===== src/rtl/nand_addr_pkg.sv =====
package nand_addr_pkg;

    localparam int MAX_ADDR_BYTES = 5;
    localparam int CNT_W          = $clog2(MAX_ADDR_BYTES + 1);
    localparam int COL_PAD_W      = 16;
    localparam int PAGE_PAD_W     = 32;
    localparam int PAGE_BYTES     = 3;

    typedef enum logic [1:0] {
        OPC_RW    = 2'd0,
        OPC_ERASE = 2'd1,
        OPC_ID    = 2'd2,
        OPC_RSVD  = 2'd3
    } op_cls_t;

    typedef enum logic [1:0] {
        TIER_SMALL = 2'd0,
        TIER_MID   = 2'd1,
        TIER_BIG   = 2'd2,
        TIER_XTRA  = 2'd3
    } cap_tier_t;

    typedef struct packed {
        logic      large_page;
        logic      bus16;
        cap_tier_t tier;
    } geom_t;

    typedef logic [MAX_ADDR_BYTES-1:0][7:0] byte_vec_t;

    typedef struct packed {
        logic [CNT_W-1:0] cnt;
        byte_vec_t        bytes;
    } addr_job_t;

    typedef enum logic {
        ST_IDLE = 1'b0,
        ST_SEND = 1'b1
    } seq_state_t;

    // Capacity rank 0..2; the spare tier code folds onto the biggest.
    function automatic logic [1:0] tier_rank(cap_tier_t t);
        return (t == TIER_XTRA) ? 2'd2 : 2'(t);
    endfunction

    // Number of address bytes for an operation on a given geometry.
    function automatic logic [CNT_W-1:0] addr_len(op_cls_t op, geom_t g);
        logic [CNT_W-1:0] r;
        r = CNT_W'(tier_rank(g.tier));
        case (op)
            OPC_ID:    return CNT_W'(1);
            OPC_ERASE: return r + CNT_W'(1);
            default:   return g.large_page ? r + CNT_W'(3) : r + CNT_W'(2);
        endcase
    endfunction

endpackage


===== src/rtl/nand_addr_count.sv =====
module nand_addr_count
    import nand_addr_pkg::*;
(
    input  op_cls_t          op,
    input  geom_t            geom,
    output logic [CNT_W-1:0] cnt
);

    always_comb begin
        cnt = addr_len(op, geom);
    end

endmodule


===== src/rtl/nand_addr_pack.sv =====
module nand_addr_pack
    import nand_addr_pkg::*;
#(
    parameter int COL_W  = 12,
    parameter int PAGE_W = 24
) (
    input  op_cls_t           op,
    input  geom_t             geom,
    input  logic [COL_W-1:0]  col,
    input  logic [PAGE_W-1:0] page,
    output byte_vec_t         bytes
);

    localparam int COL_HI_W = COL_W - 8;

    logic [COL_PAD_W-1:0]  col_w;
    logic [COL_PAD_W-1:0]  col_eff;
    logic [PAGE_PAD_W-1:0] page_w;
    logic [7:0]            page_b [PAGE_BYTES];
    logic [7:0]            col_hi;

    always_comb begin
        col_w  = COL_PAD_W'(col);
        page_w = PAGE_PAD_W'(page);
        // Word bus: column counts 16-bit words, except for ID reads.
        if (geom.bus16 && op != OPC_ID) begin
            col_eff = col_w >> 1;
        end else begin
            col_eff = col_w;
        end
    end

    // Column high byte keeps only bits above bit 7 up to the column width.
    generate
        if (COL_HI_W >= 8) begin : g_col_hi_full
            assign col_hi = col_eff[15:8];
        end else begin : g_col_hi_part
            assign col_hi = {{(8 - COL_HI_W){1'b0}}, col_eff[COL_W-1:8]};
        end
    endgenerate

    generate
        for (genvar k = 0; k < PAGE_BYTES; k++) begin : g_page_byte
            assign page_b[k] = page_w[8*k +: 8];
        end
    endgenerate

    always_comb begin
        bytes = '0;
        case (op)
            OPC_ERASE: begin
                for (int i = 0; i < PAGE_BYTES; i++) begin
                    bytes[i] = page_b[i];
                end
            end
            OPC_ID: begin
                bytes[0] = col_w[7:0];
            end
            default: begin
                bytes[0] = col_eff[7:0];
                if (geom.large_page) begin
                    bytes[1] = col_hi;
                    for (int i = 0; i < PAGE_BYTES; i++) begin
                        bytes[i+2] = page_b[i];
                    end
                end else begin
                    for (int i = 0; i < PAGE_BYTES; i++) begin
                        bytes[i+1] = page_b[i];
                    end
                end
            end
        endcase
    end

endmodule


===== src/rtl/nand_addr_drive.sv =====
module nand_addr_drive
    import nand_addr_pkg::*;
(
    input  logic       clk,
    input  logic       rst,
    input  logic       start,
    input  addr_job_t  job,
    input  logic       ready,
    output logic [7:0] addr_byte,
    output logic       ale,
    output logic       byte_valid,
    output logic       done
);

    seq_state_t       state_q;
    addr_job_t        job_q;
    logic [CNT_W-1:0] idx_q;
    logic             last_byte;

    assign last_byte = (idx_q == job_q.cnt - CNT_W'(1));

    always_ff @(posedge clk) begin
        if (rst) begin
            state_q <= ST_IDLE;
            job_q   <= '0;
            idx_q   <= '0;
            done    <= 1'b0;
        end else begin
            done <= 1'b0;
            case (state_q)
                ST_IDLE: begin
                    if (start) begin
                        job_q   <= job;
                        idx_q   <= '0;
                        state_q <= ST_SEND;
                    end
                end
                ST_SEND: begin
                    if (ready) begin
                        if (last_byte) begin
                            state_q <= ST_IDLE;
                            done    <= 1'b1;
                        end else begin
                            idx_q <= idx_q + CNT_W'(1);
                        end
                    end
                end
                default: state_q <= ST_IDLE;
            endcase
        end
    end

    always_comb begin
        ale        = (state_q == ST_SEND);
        byte_valid = ale && ready;
        addr_byte  = 8'h00;
        for (int i = 0; i < MAX_ADDR_BYTES; i++) begin
            if (ale && idx_q == CNT_W'(i)) begin
                addr_byte = job_q.bytes[i];
            end
        end
    end


    hold_on_stall_chk: assert property (@(posedge clk) disable iff (rst)
        (ale && !ready) |=> (ale && $stable(addr_byte)));


    valid_needs_ale_chk: assert property (@(posedge clk) disable iff (rst)
        byte_valid |-> ale);


    done_single_chk: assert property (@(posedge clk) disable iff (rst)
        done |=> !done);


    done_after_last_chk: assert property (@(posedge clk) disable iff (rst)
        $fell(ale) |-> (done && $past(byte_valid)));


    done_idle_chk: assert property (@(posedge clk) disable iff (rst)
        done |-> !ale);


    idle_bus_quiet_chk: assert property (@(posedge clk) disable iff (rst)
        !ale |-> (addr_byte == 8'h00 && !byte_valid));

endmodule


===== src/rtl/nand_addr_seq.sv =====
module nand_addr_seq
    import nand_addr_pkg::*;
#(
    parameter int COL_W  = 12,
    parameter int PAGE_W = 24
) (
    input  logic              clk,
    input  logic              rst,
    input  logic              start,
    input  logic [1:0]        op_cls,
    input  logic              large_page,
    input  logic              bus16,
    input  logic [1:0]        cap_tier,
    input  logic [COL_W-1:0]  col,
    input  logic [PAGE_W-1:0] page,
    input  logic              ready,
    output logic [7:0]        addr_byte,
    output logic              ale,
    output logic              byte_valid,
    output logic              done
);

    op_cls_t          op;
    geom_t            geom;
    logic [CNT_W-1:0] cnt;
    byte_vec_t        bytes;
    addr_job_t        job;

    assign op              = op_cls_t'(op_cls);
    assign geom.large_page = large_page;
    assign geom.bus16      = bus16;
    assign geom.tier       = cap_tier_t'(cap_tier);

    nand_addr_count u_count (
        .op   (op),
        .geom (geom),
        .cnt  (cnt)
    );

    nand_addr_pack #(
        .COL_W  (COL_W),
        .PAGE_W (PAGE_W)
    ) u_pack (
        .op    (op),
        .geom  (geom),
        .col   (col),
        .page  (page),
        .bytes (bytes)
    );

    assign job.cnt   = cnt;
    assign job.bytes = bytes;

    nand_addr_drive u_drive (
        .clk        (clk),
        .rst        (rst),
        .start      (start),
        .job        (job),
        .ready      (ready),
        .addr_byte  (addr_byte),
        .ale        (ale),
        .byte_valid (byte_valid),
        .done       (done)
    );


    len_range_chk: assert property (@(posedge clk) disable iff (rst)
        start |-> (cnt >= CNT_W'(1) && cnt <= CNT_W'(MAX_ADDR_BYTES)));


    start_busy_ignored_chk: assert property (@(posedge clk) disable iff (rst)
        (ale && start && !ready) |=> (ale && $stable(addr_byte)));

endmodule


===== config.mk =====
export PLATFORM = sky130hd
export DESIGN_NAME = nand_addr_seq
export DESIGN_NICKNAME = d
export VERILOG_FILES = /design/src/rtl/nand_addr_pkg.sv /design/src/rtl/nand_addr_count.sv /design/src/rtl/nand_addr_pack.sv /design/src/rtl/nand_addr_drive.sv /design/src/rtl/nand_addr_seq.sv
export SDC_FILE = /design/constraint.sdc
export NUM_CORES = 1
export LEC_CHECK = 0
export ABC_AREA = 1
export ABC_CLOCK_PERIOD_IN_PS = 2320
export BUFFER_PORTS_ARGS = -buffer_cell sky130_fd_sc_hd__buf_2
export CORE_UTILIZATION = 26
export CTS_CLUSTER_SIZE = 40
export DETAILED_ROUTE_END_ITERATION = 12
export GPL_ROUTABILITY_DRIVEN = 1
export GPL_TIMING_DRIVEN = 0
export PLACE_DENSITY = 0.4
export SYNTH_ARGS = -nofsm -noshare
export SYNTH_HDL_FRONTEND = slang
export SYNTH_HIERARCHICAL = 1
export SYNTH_SLANG_ARGS = --single-unit
export TNS_END_PERCENT = 1

===== constraint.sdc =====
create_clock -name clk -period 2.32 [get_ports clk]
set_clock_uncertainty 0.1 [all_clocks]
set_input_delay 0 -clock clk [delete_from_list [all_inputs] [get_ports clk]]
set_output_delay 0 -clock clk [all_outputs]
set_load 0.01 [all_outputs]

==> metrics.yaml, run 1 <==
min_path_type: "primary input to flop"
cts.sinks: 48
ys_types: 20
setup_ws_ns: 0.155
clock.fmax_mhz: 462
finalHoldViolCount: 1
die_w_um: 112
dieHeight_um: 112
timing_worst_slew_pin_value_ns: 0.503
layout_min_cycle_time_ns: 2.17
drt-total-wl_um: 10800
clk_latency_ns: 0.29
layout_commonest_cell: "nand2_1"
cp_data_arrival_time_ns: 2.07
wl_met3_um: 378
dr.pass1.iters: 9
rsz0062_at_grt: "no"
drtIter0Drc: 200
synth.top_cells.by_area: "dfxtp_1, nand2_1, nor2_1"
failed_checks: "DRC, hold timing"
cp-start-kind: "flop"
grt_pass1_vias: 3430
std_cell_rows: 39
slew_headroom_pct: 66.4
yosys_warnings: 6
syn_area_um2: 3150
status: "complete, but fails checks"
numCtsBuffers: 5
core_um2: 11600
drv_slew: 0
synth-seq-area-share_pct: 30.5
wl_met1_um: 5170
antenna_found_initial: 0
finalCritPeriodShare_pct: 93.3
place_ws_ns: 0.309
place.gp.congestion: 0.803
path_clk_slew_ns: 0.06
p_per_area_nw_per_um2: 556
p_leak_nw: 2.04
place_hpwl_um: 8740
ir_drop_uv: 202
clockRootBuffer: "clkbuf_16"
tns_ns: 0
areaGrowthSynthToFinish_pct: 20.6
port_buffers: 56
drc: 4
crit_fanout: 9
vias: 3593
cp.required_ns: 2.22
grt_pass1_wl_um: 17500
num-nets-final: 665
pin_count: 57
finalSetupViolCount: 0
synth_cells: 542
syn_avg_cell_area_um2: 5.81
cts_buffer_depth: 2
grt_usage_pct: 18.0
met2WireLength_um: 5140
antennaDiodeCount: 0
cts_tree: "yes"
hold_ws_ns: -0.00278
final_cell_mix: "nand2_1, nor2_1, buf_2"
postRouteAntennaNets: 0
top_layer: "met4"
endpoint_kind: "output port"
grt_max_degree: 14
viasPerCell: 4.78
wire_per_inst_um: 14.3
crit_type: "flop to output port"
dieArea_um2: 12600
synth_top_area_cell: "dfxtp_1"
gr-total-overflow: 0
initial_utilization_pct: 27.1
yosysTopAreaCellShare_pct: 30.5
synth_nets: 598
maxCapViolCount: 0
ys_ff_latch: 48
layout-drive-gt1-share_pct: 14.9
cts_max_level: 2
[final timing paths]
path / from / to / slack (ns) / depth (start not counted)
worst max register to register: u_drive/ale / u_drive/job_q[9] / 0.74 / 6
worst min register to register: u_drive/job_q[41] / u_drive/job_q[41] / 0.36 / 2
worst max-delay path: u_drive/idx_q[1] / addr_byte[0] / 0.15 / 9
worst min-delay path: page[19] / u_drive/job_q[19] / -0.003 / 5
[cells by family (layout without fill, tap and decap cells)]
kind of cell / count (synthesis) / count (layout) / synth area share, %
buffers and inverters: 88 / 155 / 11.5
and+or+nand+nor: 315 / 315 / 40.7
DFF: 48 / 48 / 30.5
adders and majority gates: 10 / 10 / 3.97
xor gates and xnor gates: 1 / 1 / 0.278
AOI/OAI and AO/OA: 80 / 80 / 13.1
[flip-flops by register name (all words and copies together), names as in the netlist]
signal         count
u_drive/job_q     43
u_drive/idx_q      3
u_drive/ale        1
u_drive/done       1
[cell usage after synthesis]
cell and count:
buf_2 10, nand2_1 123, inv_1 54, nor2_1 122, inv_2 7, a21oi_1 14
dfxtp_1 48, o211ai_1 1, o22ai_1 8, buf_4 1, ha_1 10, xnor2_1 1
nand3_1 62, clkbuf_1 12, o21ai_0 57, nand3b_1 1, nand2_2 4, clkinv_1 2
buf_6 2, nor2_2 3
[where the power goes]
| group | leakage, nW | switching [W] | internal (W) | total (W) |
|---|---|---|---|---|
| Clock | 0.0667 | 0.000309 | 0.000393 | 0.000701 |
| Combinational | 1.58 | 0.000321 | 0.000169 | 0.000491 |
| Sequential | 0.396 | 0.0000322 | 0.000888 | 0.000920 |
| Total | 2.04 | 0.000662 | 0.00145 | 0.00211 |
[layer usage]
layer	track usage [%]	up-vias
met1	24.0	1668
met4	3.91	0
li1	-	1845
met3	2.70	8
met2	30.8	72
met5	0	-
[stage by stage]
step | cells | power, W | area (µm²) | hold WS, ns | util [%]
5_1_grt | 752 | 0.00225 | 3800 | 0.0164 | 32.7
4_1_cts | 751 | 0.00214 | 3780 | 0.00243 | 32.5
3_5_place_dp | 741 | 0.00142 | 3610 | 0.115 | 31.1
6_report | 752 | 0.00211 | 3800 | -0.00278 | 32.7
3_3_place_gp | 741 | 0.00143 | 3610 | 0.113 | 31.1
2_1_floorplan | 542 | 0.00124 | 3150 | -0.0309 | -
[critical path, cell delays in order (launching register included)]
cell and delay (ns):
dfxtp_1 0.36, inv_1 0.10, ha_1 0.14, clkinv_1 0.29, nor2_4 0.26, nand2_1 0.07
nand3_1 0.12, a21oi_1 0.08, nor2_1 0.18, buf_2 0.17
[timing repair]
item	in CTS	in global routing
resized for setup	2	0
buffers inserted	0	1
endpoints found under the setup margin	3	2
pin swaps	0	1
hold buffers	3	0
endpoints found under the hold margin	5	0
[layout make-up]
type,count,area [µm²]
plain buffers,25,126
clock buffers,6,129
clock inverters,1,5.00
fillers,1356,7810
inverters,63,236
multi-input cells,406,1830
flip-flops and latches,48,961
well taps,143,179
repair buffers,60,330
Note: power is estimated with default switching activity, not from simulation.
==> inputs of run 2 (changes only) <==
- PLACE_DENSITY: 0.4 -> 0.41
- SYNTH_HIERARCHICAL: 1 -> unset
==> run 2 against run 1 <==
The flow now finishes without violations. Synthesized cell count shrank 17%. Count of clock-buffer cells in the layout did not move. Largest cell class unchanged. Highest routed layer unchanged. Die area fell by 9.0%. First-iteration DRC count decreased by 12%.
==> metrics.yaml, run 2 <==
status: "complete, no violations"
cp.required_ns: 2.22
synthArstFlopShare_pct: 0
finalCritPeriodShare_pct: 98.4
synth_common_cells: "nand2_1, dfxtp_1, nor2_1, inv_1, a21oi_1"
regArea_um2: 961
gr-usage-met1_pct: 28.5
ys_types: 28
synth_cells: 448
seqPwrFrac_pct: 48.4
viasPerCell: 4.89
antennaDiodeCount: 0
post-route-util_pct: 36.2
synth.top_cells.by_area: "dfxtp_1, nand2_1, a21oi_1"
layout_min_cycle_time_ns: 2.28
tns_ns: 0
drv_slew: 0
grt_max_degree: 14
synthFlopType: "dfxtp_1"
postRouteAntennaNets: 0
final_cell_mix: "nand2_1, buf_2, dfxtp_1"
top_register: "u_drive.job_q"
drc: 0
ir_drop_uv: 261
top_regs: "u_drive.job_q x43, u_drive.idx_q x3"
place.gp.congestion: 0.792
power.switching_w: 0.000597
pwr-share-comb_pct: 24.9
antenna_found_initial: 0
die_w_um: 107
dr.pass1.iters: 5
initial_utilization_pct: 27.2
synth_enable_flop_cells: 0
met3_usage_pct: 2.31
wire_per_inst_um: 15.8
finalHoldViolCount: 0
yosysTopAreaCellShare_pct: 33.6
syn_area_um2: 2860
synth-seq-area-share_pct: 33.6
drt-total-wl_um: 10800
p_sw_share_pct: 32.1
p_int_w: 0.00126
place_ws_ns: 0.217
p_per_area_nw_per_um2: 489
multi_input_area_um2: 1640
busiest_layer: "met2"
pin_count: 57
num-nets-final: 604
cp_data_arrival_time_ns: 2.18
vias: 3356
synth_top_area_cell: "dfxtp_1"
cts_buffer_depth: 2
cts_setup_buffers: 0
dieHeight_um: 107
crit_type: "flop to output port"
grt_pass1_wl_um: 17300
maxCapViolCount: 0
power.total_w: 0.00186
ys_ff_latch: 48
cp-start-kind: "flop"
p_leak_nw: 1.80
drtIter0Drc: 176
port_buffers: 56
slew_headroom_pct: 54.9
path_clk_slew_ns: 0.09
grt_usage_pct: 19.9
layout_commonest_cell: "nand2_1"
setup_ws_ns: 0.0373
cts.sinks: 48
clock.fmax_mhz: 438
syn_avg_cell_area_um2: 6.39
finalSetupViolCount: 0
clockPowerShare_pct: 26.8
clockRootBuffer: "clkbuf_8"
grt_pass1_vias: 3151
synth.most_common_cell: "nand2_1"
endpoint_kind: "output port"
cts_max_level: 2
areaGrowthSynthToFinish_pct: 33.0
place_hpwl_um: 8270
dieArea_um2: 11400
rsz0062_at_grt: "yes"
layout-drive-gt1-share_pct: 14.2
clk_latency_ns: 0.30
min_path_type: "primary input to flop"
synth_nets: 502
core_um2: 10500
yosys_warnings: 0
timing_worst_slew_pin_value_ns: 0.674
n_fill_cell: 1199
std_cell_rows: 37
numCtsBuffers: 5
crit_fanout: 10
cts_tree: "yes"
largest_reg_flops: 43
use_met2_pct: 31.8
gr-total-overflow: 0
run 2: changes by cell type in the layout (fill, tap and decap cells not counted), moves of 10 or more:
cell           previous run  this run
nand2_1                 123       112
a22oi_1                   0        12
nand3_1                  62        36
a31oi_1                   0        10
a21oi_1                  14        39
nor2_1                  122        45
dlygate4sd3_1             3        40
o21ai_0                  57        36
inv_1                    54        44
run 2: per-stage QoR:
stage / std cells / area (µm²) / hold WS, ns
final: 686 / 3800 / 0.0110
after global routing: 686 / 3800 / 0.0203
after CTS: 686 / 3790 / 0.00468
after detailed placement: 640 / 3310 / 0.155
after global placement: 640 / 3310 / 0.138
after floorplan: 448 / 2860 / -0.0306
run 2: kinds of logic after synthesis:
family / Yosys count / synth area share, %
buf+inv: 70 / 9.62
flops: 48 / 33.6
simple gates: 202 / 28.7
compound gates: 119 / 24.3
fa+ha+maj: 8 / 3.50
xor+xnor: 1 / 0.306
run 2: critical path, stage by stage, from the launching register on:
cell,delay (ns)
dfxtp_1,0.41
inv_1,0.11
ha_1,0.20
nand3_1,0.29
clkbuf_4,0.32
nand3_1,0.12
a21oi_1,0.23
nor2_1,0.06
buf_2,0.14
run 2: area by class of cell:
class | count | area share (%)
multi-input cells | 330 | 43.0
flip-flops and latches | 48 | 25.3
well taps | 136 | 4.47
plain buffers | 21 | 2.56
repair buffers | 96 | 17.9
inverters | 48 | 4.74
clock buffers | 6 | 1.91
clock inverters | 1 | 0.132
run 2: path summary, 6_finish.rpt:
| check | end | cells past startpoint | startpoint | slack (ns) |
|---|---|---|---|---|
| max | addr_byte[7] | 8 | u_drive.idx_q[0] | 0.04 |
| min | u_drive.idx_q[1] | 5 | ready | 0.01 |
| max reg2reg | u_drive.job_q[1] | 6 | u_drive.ale | 0.09 |
| min reg2reg | u_drive.job_q[26] | 2 | u_drive.job_q[26] | 0.37 |
run 2: metal layers:
layer  vias up  routed length (µm)
met2       109                4950
met5         -                   0
met4         0                 121
met3        10                 471
li1       1696                   -
met1      1541                5280
run 2: power groups by stage:
stage / logic [W] / clock network [W] / registers (W)
after floorplan: 0.000239 / 0 / 0.000911
after detailed placement: 0.000399 / 0 / 0.000919
after global routing: 0.000517 / 0.000552 / 0.000908
after global placement: 0.000398 / 0 / 0.000919
final: 0.000463 / 0.000498 / 0.000901
after CTS: 0.000460 / 0.000519 / 0.000901
run 2: what timing repair did:
| item | 4_1_cts | 5_1_grt |
|---|---|---|
| hold buffers | 40 | 0 |
| endpoints found under the setup margin | 8 | 14 |
| hold endpoints to repair | 31 | 0 |
| gates resized for setup | 2 | 9 |
==> inputs of run 3 (changes only) <==
- ABC_CLOCK_PERIOD_IN_PS: 2320 -> 1900
- CELL_PAD_IN_SITES_DETAIL_PLACEMENT: unset -> 1
- CELL_PAD_IN_SITES_GLOBAL_PLACEMENT: unset -> 2
- CORE_ASPECT_RATIO: unset -> 0.75
- PLACE_DENSITY: 0.41 -> 0.72
- clock period: 2.32 -> 1.9 ns (I/O delays scaled with it)
==> run 3 against run 2 <==
Highest routed layer unchanged. Wire length is 13% higher. The flow now finishes with violations (hold timing). Sequential cell count stayed put. Largest cell class unchanged. Total power is 41% higher. Die area hardly changed.
==> metrics.yaml, run 3 (same netlist as run 2, synthesis figures left out) <==
grt_usage_pct: 22.0
maxCapViolCount: 0
path_cells: "inv_4 -> ha_4 -> nand3_4 -> buf_8 -> o21a_1 -> a21oi_2 -> nor2_1 -> buf_2"
cts_buffer_depth: 2
core_um2: 10500
power.total_w: 0.00262
gr-usage-met1_pct: 31.5
largest_reg_flops: 43
pwr-share-comb_pct: 22.8
finalCritPeriodShare_pct: 98.5
gr-total-overflow: 0
cp.required_ns: 1.80
crit_type: "flop to output port"
cp_data_arrival_time_ns: 1.77
p_per_area_nw_per_um2: 639
dieHeight_um: 92.9
min_path_type: "primary input to flop"
failed_checks: "hold timing"
areaGrowthSynthToFinish_pct: 43.4
viasPerCell: 4.99
cts.sinks: 48
grt_pass1_wl_um: 18600
numCtsBuffers: 5
p_leak_nw: 1.90
finalHoldViolCount: 1
layout_min_cycle_time_ns: 1.87
clockPowerShare_pct: 34.9
dieArea_um2: 11400
clk_latency_ns: 0.29
power.switching_w: 0.000799
place.gp.congestion: 0.804
timing_worst_slew_pin_value_ns: 0.706
antenna_found_initial: 0
place_ws_ns: -0.315
vias: 3441
postRouteAntennaNets: 0
drv_slew: 0
clockRootBuffer: "clkbuf_16"
finalSetupViolCount: 0
grt_max_degree: 14
drtIter0Drc: 208
setup_ws_ns: 0.0285
seqPwrFrac_pct: 42.3
met3_usage_pct: 3.14
drt-total-wl_um: 12200
top_regs: "u_drive.job_q x43, u_drive.idx_q x3"
clock.fmax_mhz: 534
port_buffers: 56
critPathMaxStageDelay_ns: 0.37
cpMaxStageDelayCell: "dfxtp_4"
path_clk_slew_ns: 0.07
endpoint_kind: "output port"
wire_per_inst_um: 17.8
final_cell_mix: "nand2_1, buf_2, nor2_1"
p_sw_share_pct: 30.5
antennaDiodeCount: 0
place_hpwl_um: 9060
p_int_w: 0.00182
layout-drive-gt1-share_pct: 20.4
grt_pass1_vias: 3473
cts_tree: "yes"
rsz0062_at_grt: "yes"
initial_utilization_pct: 27.3
pin_count: 57
busiest_layer: "met2"
cts_max_level: 2
layout_commonest_cell: "nand2_1"
std_cell_rows: 32
slew_headroom_pct: 52.8
top_register: "u_drive.job_q"
drc: 0
cp-start-kind: "flop"
dr.pass1.iters: 4
hold_ws_ns: -0.000376
use_met2_pct: 34.7
num-nets-final: 606
status: "complete, but fails checks"
die_w_um: 123
crit_fanout: 8
ir_drop_uv: 328
run 3: cell types whose count changed in the layout (fill, tap and decap cells not counted), sizes merged:
cell / previous run / this run
buf: 63 / 71
dlygate4sd3: 40 / 34
clkbuf: 20 / 22
clkinv: 4 / 3
run 3: path summary, 6_finish.rpt:
path | from | to | slack, ns | depth (start not counted)
setup / recovery | u_drive.idx_q[0] | addr_byte[6] | 0.03 | 8
hold / removal | col[8] | u_drive.job_q[7] | -0.0004 | 5
setup reg to reg | u_drive.ale | u_drive.job_q[6] | 0.16 | 5
hold reg to reg | u_drive.job_q[29] | u_drive.job_q[29] | 0.37 | 2
run 3: what timing repair did:
item                                    CTS  global route
hold buffers                             34             0
setup buffers                             1             6
hold endpoints to repair                 29             0
endpoints found under the setup margin    8             8
cloned                                    0             1
pin swaps                                 2             7
resized for setup                        28            25
run 3: routing by layer:
metal,up-vias,wire [µm]
met2,89,5370
met4,0,123
met5,-,0
met1,1648,6050
met3,10,699
li1,1694,-
run 3: layout make-up:
class / instances / area (µm²)
Timing Repair Buffer: 98 / 727
Buffer: 21 / 111
Inverter: 48 / 190
Fill cell: 1337 / 6390
Tap cell: 136 / 170
Multi-Input combinational cell: 330 / 1790
Clock buffer: 8 / 146
Sequential cell: 48 / 971
run 3: through the flow:
stage	std cells	instance area (µm²)	TNS, ns	util, %
floorplan	448	2860	0	-
global placement	640	3310	-2.12	31.6
detailed placement	640	3310	-2.17	31.6
CTS	682	3890	-0.000218	37.1
global route	689	4100	-0.221	39.1
finish	689	4100	0	39.1
run 3: worst max-delay path: cells and delay by family (launching register included):
kind	cells	cell delay (ns)
compound gates	2	0.31
simple gates	2	0.22
fa+ha+maj	1	0.14
buf+inv	3	0.43
flops	1	0.37
run 3: power groups by stage:
stage / Sequential [W] / Clock (W) / Combinational, W
after floorplan: 0.00111 / 0 / 0.000291
after global placement: 0.00112 / 0 / 0.000487
after detailed placement: 0.00113 / 0 / 0.000499
after CTS: 0.00111 / 0.000945 / 0.000568
after global routing: 0.00111 / 0.000992 / 0.000665
final: 0.00111 / 0.000916 / 0.000598
